File: config.mk
export PLATFORM = sky130hd
export DESIGN_NAME = keyed_cfg_port
export DESIGN_NICKNAME = d
export VERILOG_FILES = /design/src/rtl/keyed_cfg_pkg.sv /design/src/rtl/keyed_cfg_lock.sv /design/src/rtl/keyed_cfg_regs.sv /design/src/rtl/keyed_cfg_decode.sv /design/src/rtl/keyed_cfg_port.sv
export SDC_FILE = /design/constraint.sdc
export NUM_CORES = 1
export LEC_CHECK = 0
export BUFFER_PORTS_ARGS = -buffer_cell sky130_fd_sc_hd__buf_2
export CORE_MARGIN = 2
export CORE_UTILIZATION = 45
export DETAILED_ROUTE_END_ITERATION = 6
export PLACE_DENSITY_LB_ADDON = 0.1
export SYNTH_ARGS = -nofsm -noshare
export SYNTH_HDL_FRONTEND = slang
export SYNTH_SLANG_ARGS = --single-unit
export TNS_END_PERCENT = 5
File: constraint.sdc
create_clock -name clk -period 2.7 [get_ports clk]
set_input_delay 0.54 -clock clk [delete_from_list [all_inputs] [get_ports clk]]
set_output_delay 0.54 -clock clk [all_outputs]
set_load 0.1 [all_outputs]
File: src/rtl/keyed_cfg_pkg.sv
package keyed_cfg_pkg;

  localparam int NFUNC = 3;
  localparam int NREG  = 8;
  localparam int SLOT_W = $clog2(NREG);

  typedef enum logic [1:0] {
    FN_PAR  = 2'd0,
    FN_SER1 = 2'd1,
    FN_SER2 = 2'd2
  } fn_e;

  // register numbers seen by the host
  localparam logic [7:0] IX_PWR_PAR = 8'h01;
  localparam logic [7:0] IX_PWR_SER = 8'h02;
  localparam logic [7:0] IX_BASE_PAR = 8'h23;
  localparam logic [7:0] IX_BASE_S1 = 8'h24;
  localparam logic [7:0] IX_BASE_S2 = 8'h25;
  localparam logic [7:0] IX_DMA_PAR = 8'h26;
  localparam logic [7:0] IX_IRQ_PAR = 8'h27;
  localparam logic [7:0] IX_IRQ_SER = 8'h28;

  // storage slots
  localparam int SL_PWR_PAR = 0;
  localparam int SL_PWR_SER = 1;
  localparam int SL_BASE0   = 2;
  localparam int SL_DMA_PAR = 5;
  localparam int SL_IRQ_PAR = 6;
  localparam int SL_IRQ_SER = 7;

  // power bit positions inside their bytes
  localparam int PB_PAR  = 2;
  localparam int PB_SER1 = 3;
  localparam int PB_SER2 = 7;

  typedef struct packed {
    logic              hit;
    logic [SLOT_W-1:0] slot;
  } slot_t;

  function automatic slot_t slot_of(input logic [7:0] ix);
    slot_t s;
    s.hit = 1'b1;
    case (ix)
      IX_PWR_PAR:  s.slot = SLOT_W'(SL_PWR_PAR);
      IX_PWR_SER:  s.slot = SLOT_W'(SL_PWR_SER);
      IX_BASE_PAR: s.slot = SLOT_W'(SL_BASE0 + 0);
      IX_BASE_S1:  s.slot = SLOT_W'(SL_BASE0 + 1);
      IX_BASE_S2:  s.slot = SLOT_W'(SL_BASE0 + 2);
      IX_DMA_PAR:  s.slot = SLOT_W'(SL_DMA_PAR);
      IX_IRQ_PAR:  s.slot = SLOT_W'(SL_IRQ_PAR);
      IX_IRQ_SER:  s.slot = SLOT_W'(SL_IRQ_SER);
      default: begin
        s.hit  = 1'b0;
        s.slot = '0;
      end
    endcase
    return s;
  endfunction

endpackage

File: src/rtl/keyed_cfg_lock.sv
module keyed_cfg_lock #(
  parameter logic [7:0] KEY_ON  = 8'h55,
  parameter logic [7:0] KEY_OFF = 8'hAA
) (
  input  logic       clk,
  input  logic       rst,
  input  logic       key_wr,
  input  logic [7:0] wdata,
  output logic       unlocked,
  output logic [7:0] index
);

  logic is_on, is_off;
  assign is_on  = (wdata == KEY_ON);
  assign is_off = (wdata == KEY_OFF);

  always_ff @(posedge clk) begin
    if (rst) begin
      unlocked <= 1'b0;
    end else if (key_wr) begin
      if (is_off)
        unlocked <= 1'b0;
      else if (is_on)
        unlocked <= 1'b1;
    end
  end

  always_ff @(posedge clk) begin
    if (rst)
      index <= 8'h00;
    else if (key_wr && unlocked && !is_off)
      index <= wdata;
  end

  p_unlock_key_r2: assert property (@(posedge clk) disable iff (rst)
    key_wr && is_on |=> unlocked);
  p_lock_key_r2: assert property (@(posedge clk) disable iff (rst)
    key_wr && is_off |=> !unlocked);
  p_index_load_r4: assert property (@(posedge clk) disable iff (rst)
    key_wr && unlocked && !is_off |=> index == $past(wdata));
  p_index_hold_r4: assert property (@(posedge clk) disable iff (rst)
    !(key_wr && unlocked && !is_off) |=> $stable(index));
  p_locked_idle_r3: assert property (@(posedge clk) disable iff (rst)
    !key_wr |=> $stable(unlocked));

endmodule

File: src/rtl/keyed_cfg_regs.sv
module keyed_cfg_regs
  import keyed_cfg_pkg::*;
(
  input  logic                  clk,
  input  logic                  rst,
  input  logic                  unlocked,
  input  logic [7:0]            index,
  input  logic                  data_wr,
  input  logic [7:0]            wdata,
  output logic [7:0]            rd_val,
  output logic [NFUNC-1:0]      fn_en,
  output logic [NFUNC-1:0][7:0] fn_base,
  output logic [3:0]            par_dma,
  output logic [3:0]            par_irq,
  output logic [3:0]            s1_irq,
  output logic [3:0]            s2_irq
);

  logic [NREG-1:0][7:0] regs;
  slot_t                sel;
  logic                 wr_go;

  assign sel   = slot_of(index);
  assign wr_go = unlocked && data_wr && sel.hit;

  always_ff @(posedge clk) begin
    if (rst) begin
      regs <= '0;
    end else if (wr_go) begin
      for (int i = 0; i < NREG; i++)
        if (sel.slot == SLOT_W'(i))
          regs[i] <= wdata;
    end
  end

  always_comb begin
    rd_val = 8'h00;
    if (sel.hit)
      rd_val = regs[sel.slot];
  end

  for (genvar g = 0; g < NFUNC; g++) begin : g_base
    assign fn_base[g] = regs[SL_BASE0 + g];
  end

  assign fn_en[FN_PAR]  = regs[SL_PWR_PAR][PB_PAR];
  assign fn_en[FN_SER1] = regs[SL_PWR_SER][PB_SER1];
  assign fn_en[FN_SER2] = regs[SL_PWR_SER][PB_SER2];

  assign par_dma = regs[SL_DMA_PAR][3:0];
  assign par_irq = regs[SL_IRQ_PAR][3:0];
  assign s1_irq  = regs[SL_IRQ_SER][7:4];
  assign s2_irq  = regs[SL_IRQ_SER][3:0];

  p_locked_frozen_r3: assert property (@(posedge clk) disable iff (rst)
    !unlocked |=> $stable(regs));
  p_unimpl_discard_r6: assert property (@(posedge clk) disable iff (rst)
    !sel.hit |=> $stable(regs));
  p_unimpl_zero_r6: assert property (@(posedge clk) disable iff (rst)
    !sel.hit |-> rd_val == 8'h00);
  p_write_lands_r5: assert property (@(posedge clk) disable iff (rst)
    wr_go |=> rd_val == $past(wdata) || $past(index) != index);

endmodule

File: src/rtl/keyed_cfg_decode.sv
module keyed_cfg_decode
  import keyed_cfg_pkg::*;
#(
  parameter int ADDR_W = 16,
  parameter int WIN    = 8
) (
  input  logic                  clk,
  input  logic                  rst,
  input  logic [ADDR_W-1:0]     addr,
  input  logic                  strobe,
  input  logic [NFUNC-1:0]      fn_en,
  input  logic [NFUNC-1:0][7:0] fn_base,
  output logic [NFUNC-1:0]      cs
);

  localparam int EXT = ADDR_W + 1;
  localparam int LEGACY_W = 10;

  logic [EXT-1:0] addr_x;
  logic           low_space;

  assign addr_x    = {1'b0, addr};
  assign low_space = (addr >> LEGACY_W) == '0;

  for (genvar g = 0; g < NFUNC; g++) begin : g_fn
    logic [EXT-1:0] lo, hi;
    logic           in_win, armed;
    assign lo     = EXT'({fn_base[g], 2'b00});
    assign hi     = lo + EXT'(WIN - 1);
    assign in_win = low_space && (addr_x >= lo) && (addr_x <= hi);
    assign armed  = fn_en[g] && (fn_base[g] != 8'h00);
    assign cs[g]  = strobe && armed && in_win;

    p_cs_needs_strobe_r9: assert property (@(posedge clk) disable iff (rst)
      !strobe |-> !cs[g]);
    p_cs_needs_power_r8: assert property (@(posedge clk) disable iff (rst)
      !fn_en[g] || fn_base[g] == 8'h00 |-> !cs[g]);
    p_cs_low_space_r7: assert property (@(posedge clk) disable iff (rst)
      !low_space |-> !cs[g]);
  end

endmodule

File: src/rtl/keyed_cfg_port.sv
module keyed_cfg_port
  import keyed_cfg_pkg::*;
#(
  parameter int              ADDR_W   = 16,
  parameter logic [15:0]     CFG_ADDR = 16'h002E,
  parameter logic [7:0]      KEY_ON   = 8'h55,
  parameter logic [7:0]      KEY_OFF  = 8'hAA,
  parameter int              WIN      = 8
) (
  input  logic              clk,
  input  logic              rst,
  input  logic [ADDR_W-1:0] io_addr,
  input  logic              io_rd,
  input  logic              io_wr,
  input  logic [7:0]        io_wdata,
  output logic [7:0]        io_rdata,
  output logic              cs_par,
  output logic              cs_ser1,
  output logic              cs_ser2,
  output logic [3:0]        par_dma_sel,
  output logic [3:0]        par_irq_sel,
  output logic [3:0]        ser1_irq_sel,
  output logic [3:0]        ser2_irq_sel
);

  localparam logic [ADDR_W-1:0] KEY_PORT  = ADDR_W'(CFG_ADDR);
  localparam logic [ADDR_W-1:0] DATA_PORT = ADDR_W'(CFG_ADDR) + ADDR_W'(1);

  logic                  key_hit, data_hit;
  logic                  unlocked;
  logic [7:0]            index;
  logic [7:0]            rd_val;
  logic [NFUNC-1:0]      fn_en;
  logic [NFUNC-1:0][7:0] fn_base;
  logic [NFUNC-1:0]      cs;

  assign key_hit  = (io_addr == KEY_PORT);
  assign data_hit = (io_addr == DATA_PORT);

  keyed_cfg_lock #(.KEY_ON(KEY_ON), .KEY_OFF(KEY_OFF)) u_lock (
    .clk      (clk),
    .rst      (rst),
    .key_wr   (io_wr && key_hit),
    .wdata    (io_wdata),
    .unlocked (unlocked),
    .index    (index)
  );

  keyed_cfg_regs u_regs (
    .clk      (clk),
    .rst      (rst),
    .unlocked (unlocked),
    .index    (index),
    .data_wr  (io_wr && data_hit),
    .wdata    (io_wdata),
    .rd_val   (rd_val),
    .fn_en    (fn_en),
    .fn_base  (fn_base),
    .par_dma  (par_dma_sel),
    .par_irq  (par_irq_sel),
    .s1_irq   (ser1_irq_sel),
    .s2_irq   (ser2_irq_sel)
  );

  keyed_cfg_decode #(.ADDR_W(ADDR_W), .WIN(WIN)) u_dec (
    .clk     (clk),
    .rst     (rst),
    .addr    (io_addr),
    .strobe  (io_rd || io_wr),
    .fn_en   (fn_en),
    .fn_base (fn_base),
    .cs      (cs)
  );

  assign cs_par  = cs[FN_PAR];
  assign cs_ser1 = cs[FN_SER1];
  assign cs_ser2 = cs[FN_SER2];

  always_comb begin
    io_rdata = 8'hFF;
    if (unlocked) begin
      if (key_hit)
        io_rdata = index;
      else if (data_hit)
        io_rdata = rd_val;
    end
  end

  p_locked_reads_ff_r2: assert property (@(posedge clk) disable iff (rst)
    !unlocked && (key_hit || data_hit) |-> io_rdata == 8'hFF);
  p_other_addr_ff_r12: assert property (@(posedge clk) disable iff (rst)
    !key_hit && !data_hit |-> io_rdata == 8'hFF);
  p_index_readback_r4: assert property (@(posedge clk) disable iff (rst)
    unlocked && key_hit |-> io_rdata == index);

endmodule

Word-level counts from Yosys, hierarchy flattened. Index checks and enable logic that the tools add are counted.

Word-level logic and storage cells: 88. Register bits after elaboration: 73. Bits of input ports: 28.

Reduce and logical (&&, ||, !) cells: 39. Multiplexer cells: 10. Magnitude comparators: 7. Eq/ne operators: 19. Add/subtract/negate cells: 3.

Operator list (number): $le A16 B17 Y1 (3); $eq A8 B6 Y1 const B (6); $ge A16 B10 Y1 (3); $mux W8 (5); $add A10 B3 Y11 const B (3); $eq A16 B6 Y1 const B (2); $bmux W8 S3 (1); $reduce_bool A8 Y1 (3); $logic_and A1 B1 Y1 (21); $pmux W3 S7 (1); $reduce_and A2 Y1 (9); $logic_not A16 Y1 (1); $eq A3 B3 Y1 const B (4); $eq A8 B1 Y1 const B (1); $eq A8 B2 Y1 const B (1); $eq A8 B7 Y1 const B (1); $eq A8 B8 Y1 const B (1); $reduce_or A8 Y1 (1); $eq A3 B2 Y1 const B (2); $lt A3 B4 Y1 const B (1); $eq A3 B1 Y1 const B (1); $logic_not A3 Y1 (1); $mux W1 (3); $reduce_bool A2 Y1 (1); other kinds (2) (2).

Longest topological paths before layout.
Depth after elaboration: 8. Gate-level depth with buffers: 11. Mapped depth without buffers: 10.

Modules after synthesis. From an unflattened synthesis, not the netlist that was laid out.

Cells, all modules: 745. Area total of the unflattened synthesis: 6138.4 sq um.

Modules (own cells, without submodules): keyed_cfg_regs (area an instance 3801.1 sq um, sequential area each 1281.2 sq um, instances 1, cells an instance 453); keyed_cfg_decode (area an instance 1687.9 sq um, sequential area each 0.0 sq um, instances 1, cells an instance 221); keyed_cfg_lock (area an instance 451.7 sq um, sequential area each 180.2 sq um, instances 1, cells an instance 43); keyed_cfg_port (area an instance 197.7 sq um, sequential area each 0.0 sq um, instances 1, cells an instance 28).

Worst setup path before layout. No wires, ideal clock.

Path kind: flip-flop to output port. Start point: register u_regs.regs (netlist bit u_regs.fn_base[8]). End point: output port cs_ser1. Slack: -4271 ps. Path buffers: 0. Cell stages (with the launch flop): 10. Arrival time: 6431 ps. Cell sequence: dfxtp_1 inv_1 nor4_1 nand4_1 xnor2_1 ha_1 a21o_1 a21oi_1 nand3_1 a2111oi_0.

Word-level cells in the longest chain between the ends: 4. Elaborated cells between the ends (all ways): 9. Classes of those cells: add/sub: 1; order compare: 2; reduce/logical: 6.

RTL lines: start, declared (RTL line keyed_cfg_regs.sv:19) `logic [NREG-1:0][7:0] regs;`; start signal, assigned by index (RTL line keyed_cfg_regs.sv:32) `regs[i] <= wdata;`; $add A10 B3 Y11 (tied with other cells) (RTL line keyed_cfg_decode.sv:29) `assign hi = lo + EXT'(WIN - 1);`; $le A16 B17 Y1 (tied with other cells) (RTL line keyed_cfg_decode.sv:30) `assign in_win = low_space && (addr_x >= lo) && (addr_x <= hi);`; $logic_and A1 B1 Y1 (on tied branches) (RTL line keyed_cfg_decode.sv:30, keyed_cfg_decode.sv:32); $logic_and A1 B1 Y1 * (RTL line keyed_cfg_decode.sv:32) `assign cs[g] = strobe && armed && in_win;`; end, declared (RTL line keyed_cfg_port.sv:18) `output logic cs_ser1,`.

Mark *: on every way between the ends. The rest lies on a longest branch, timed or not.

Final worst setup path.
Start point: register u_regs.regs (netlist bit u_regs.fn_base[9]). End point: output port cs_ser1.

Same word-level chain as after synthesis.

==> results.md <==
- Synth Flop Type: dfxtp_1
- Antenna diodes: 0
- Seq/Total Area, Yosys: 26.0%
- Clock slew at reported path FFs: roughly 60 ps
- Hold Crit Start: u_regs.s2_irq[2]
- Leak: between 3 and 4 nW
- Hold WC Path Type: flip-flop to flip-flop
- Worst-margin pin slew: between 600 and 700 ps
- Reg2Reg Depth: 9
- RR Endpoint: u_regs.regs[14]
- CTS root buf: clkbuf_16
- Largest net degree at the start of global routing: 40
- Max cap viols: 0
- Worst hold stages: 2
- Synth Instances: 680
- Pwr Total: 0.00258 W
- Slew headroom: slightly below 60%
- Dpl ws: -541 ps
- WP data required: roughly 2200 ps
- Core Rows: 40
- Layout cells sized above 1: between 30% and 40%
- EDFF count, synth: 0
- CP Class: flip-flop to primary output
- H-tree levels: 3
- HPWL after DPL: between 10000 and 15000 um
- Die ar.: between 10000 and 15000 um2
- Clock latency on the worst-skew pair: 350 ps
- Cell Pwr Density: 335 nW/um2
- Setup slack, reg-to-reg: about 150 ps
- Core area: roughly 12000 um2
- Final hold viol count: 0
- Worst Path Arrival: between 2000 and 3000 ps
- CTS tree: built
- Total wire length: approximately 19000 um
- First-pass GRT wire length: roughly 30000 um
- Initial Utilization: 46.4%
- Grt total ovfl: 0
- Vias: between 5000 and 6000
- Fmax: 0.300 GHz
- Worst Hold Path EP: u_regs.s2_irq[2]
- Most frequent cells in the layout: 145 x buf_4, 72 x nor2_1, 63 x dfxtp_1
- Tcrit/Tclk final: 123%
- Num Clock Sinks: 73
- Crit path max fanout: 4
- Synthesized area: about 5600 um2
- RD Place Congestion: slightly above 0.9
- Setup TNS: -5600 ps
- Netlist cell types: 63
- Slowest library cell on the worst path: a2111oi_4
- Vias per cell: 5.76
- Hold_ws: 475 ps
- Initial antenna violation count: 0
- Boundary pin count: 55
- Synthesized area per cell: between 8 and 9 um2
- Commonest non-fill, non-tap cell in the layout: buf_4
- Router iterations before antenna repair: 5
- Critical Path, Cell by Cell: inv_4 > nor4_4 > nand4_1 > xnor2_2 > ha_1 > a21o_1 > a21oi_2 > nand3_2 > a2111oi_4 > buf_12
- CTS buffer count: 9
- Number of global-route vias before repair: about 5800
- Final WS setup: -630 ps
- Crit path capture type: primary output
- RSZ-0062 raised after global routing: yes
- PortBufs: 54
- R2R Path Start: u_lock.index[1]
- Final core utilization: approximately 64%
- Initial DRC count: 372
- NumNets Final: approximately 930
- Minimum clock period after layout: between 3000 and 4000 ps
- Status: complete, but fails checks
- Final number of setup-violating endpoints: 11
- Setup Skew: 6.06 ps
- Synthesis-to-finish area growth: 37.3%
- Die W: ~120 um
- Drt wl/cell: 18.8 um
- VDD IR max: roughly 0.28 mV
- Crit start category: flip-flop
- Number of synthesized register bits: between 70 and 80
- FFs w/ async S/R, synth: 0%
- Die outline height: 116 um
- Post-DRT Antenna Nets: 0
- DRC Markers: 0
- Failing checks: negative setup slack
- Syn nets: 765
- Yosys warns: 0
- Worst path max stage delay: 440 ps
- Worst-case clock buffer depth: 2
- Max Transition Viols Final: 0
- Total track usage: between 20% and 30%
==> cells in the mapped netlist (17+ instances only) <==
master,instances,share of area [%]
clkbuf_1,32,2.1
nor3_1,23,2.0
buf_4,17,2.3
dfxtp_1,73,26
xnor2_1,19,3.0
nand4_1,20,2.2
mux2i_1,57,10
nand2b_1,24,2.7
nor2_1,74,4.9
o21ai_0,29,2.6
ha_1,57,13
a21oi_1,23,2.0
nand2_1,35,2.3
inv_1,35,2.3
==> flip-flops by register name, indices dropped and copies added (netlist names) <==
register	cells
u_regs.fn_en	3
u_lock.unlocked	1
u_regs.par_irq	4
u_regs.s2_irq	4
u_lock.index	8
u_regs.fn_base	24
u_regs.regs	21
u_regs.s1_irq	4
u_regs.par_dma	4
==> cell type report <==
cell class,instances,area [um2]
inverter,35,134
clock buffer,9,225
clock inverter,7,86.3
timing repair buffer,203,1600
tap,168,210
multi-input combinational,518,3980
sequential,73,1480
fill,1059,4400
==> through the flow <==
stage                     cells  cell area (um2)
final                      1013             7710
after global routing       1013             7710
after CTS                  1012             7650
after detailed placement    992             7200
after global placement      992             7200
after floorplan             680             5720
==> power breakdown <==
group / switching (W) / internal (W) / total [W]
registers: 0.00000000000177 / 0.00107 / 0.00107
logic: 0.000143 / 0.000105 / 0.000248
clock network: 0.000525 / 0.000736 / 0.00126
total: 0.000668 / 0.00191 / 0.00258
==> layer usage <==
| metal | GRT usage, % | up-vias | wire length [um] |
|---|---|---|---|
| met2 | 51.5 | 192 | 9360 |
| li1 | - | 2783 | - |
| met3 | 2.98 | 44 | 836 |
| met4 | 12.1 | 0 | 645 |
| met5 | 0 | - | 0 |
| met1 | 36.1 | 2813 | 8170 |
==> cell families after synthesis <==
| family | synth area share [%] |
|---|---|
| adders and majority gates | 12.7 |
| muxes | 10.2 |
| DFF | 26.0 |
| and+or+nand+nor | 24.1 |
| buffers and inverters | 7.42 |
| AOI/OAI and AO/OA | 16.4 |
| xor gates and xnor gates | 3.27 |
==> what timing repair did <==
action | in CTS | in global routing
pin swaps | 24 | 14
setup endpoints to repair | 11 | 11
buffers inserted | 4 | 1
hold buffers | 0 | 0
gates resized for setup | 33 | 16
==> how the worst max path moves through the flow <==
stage | start | endpoint | slack, ps
2_1_floorplan | u_regs.fn_base[10] | cs_ser1 | -720
3_3_place_gp | u_regs.fn_base[17] | cs_ser2 | -360
3_5_place_dp | u_regs.fn_base[17] | cs_ser2 | -540
4_1_cts | u_regs.fn_base[1] | cs_par | -630
5_1_grt | u_regs.fn_base[9] | cs_ser1 | -760
6_report | u_regs.fn_base[9] | cs_ser1 | -630
==> worst max-delay path, delay by kind of cell, from the launching register on <==
family	cells	cell delay (ps)
AOI/OAI and AO/OA	3	750
and+or+nand+nor	3	570
DFF	1	380
adders and majority gates	1	310
buffers and inverters	2	270
xor gates and xnor gates	1	180
No activity file was read; power rests on OpenSTA's default activity.
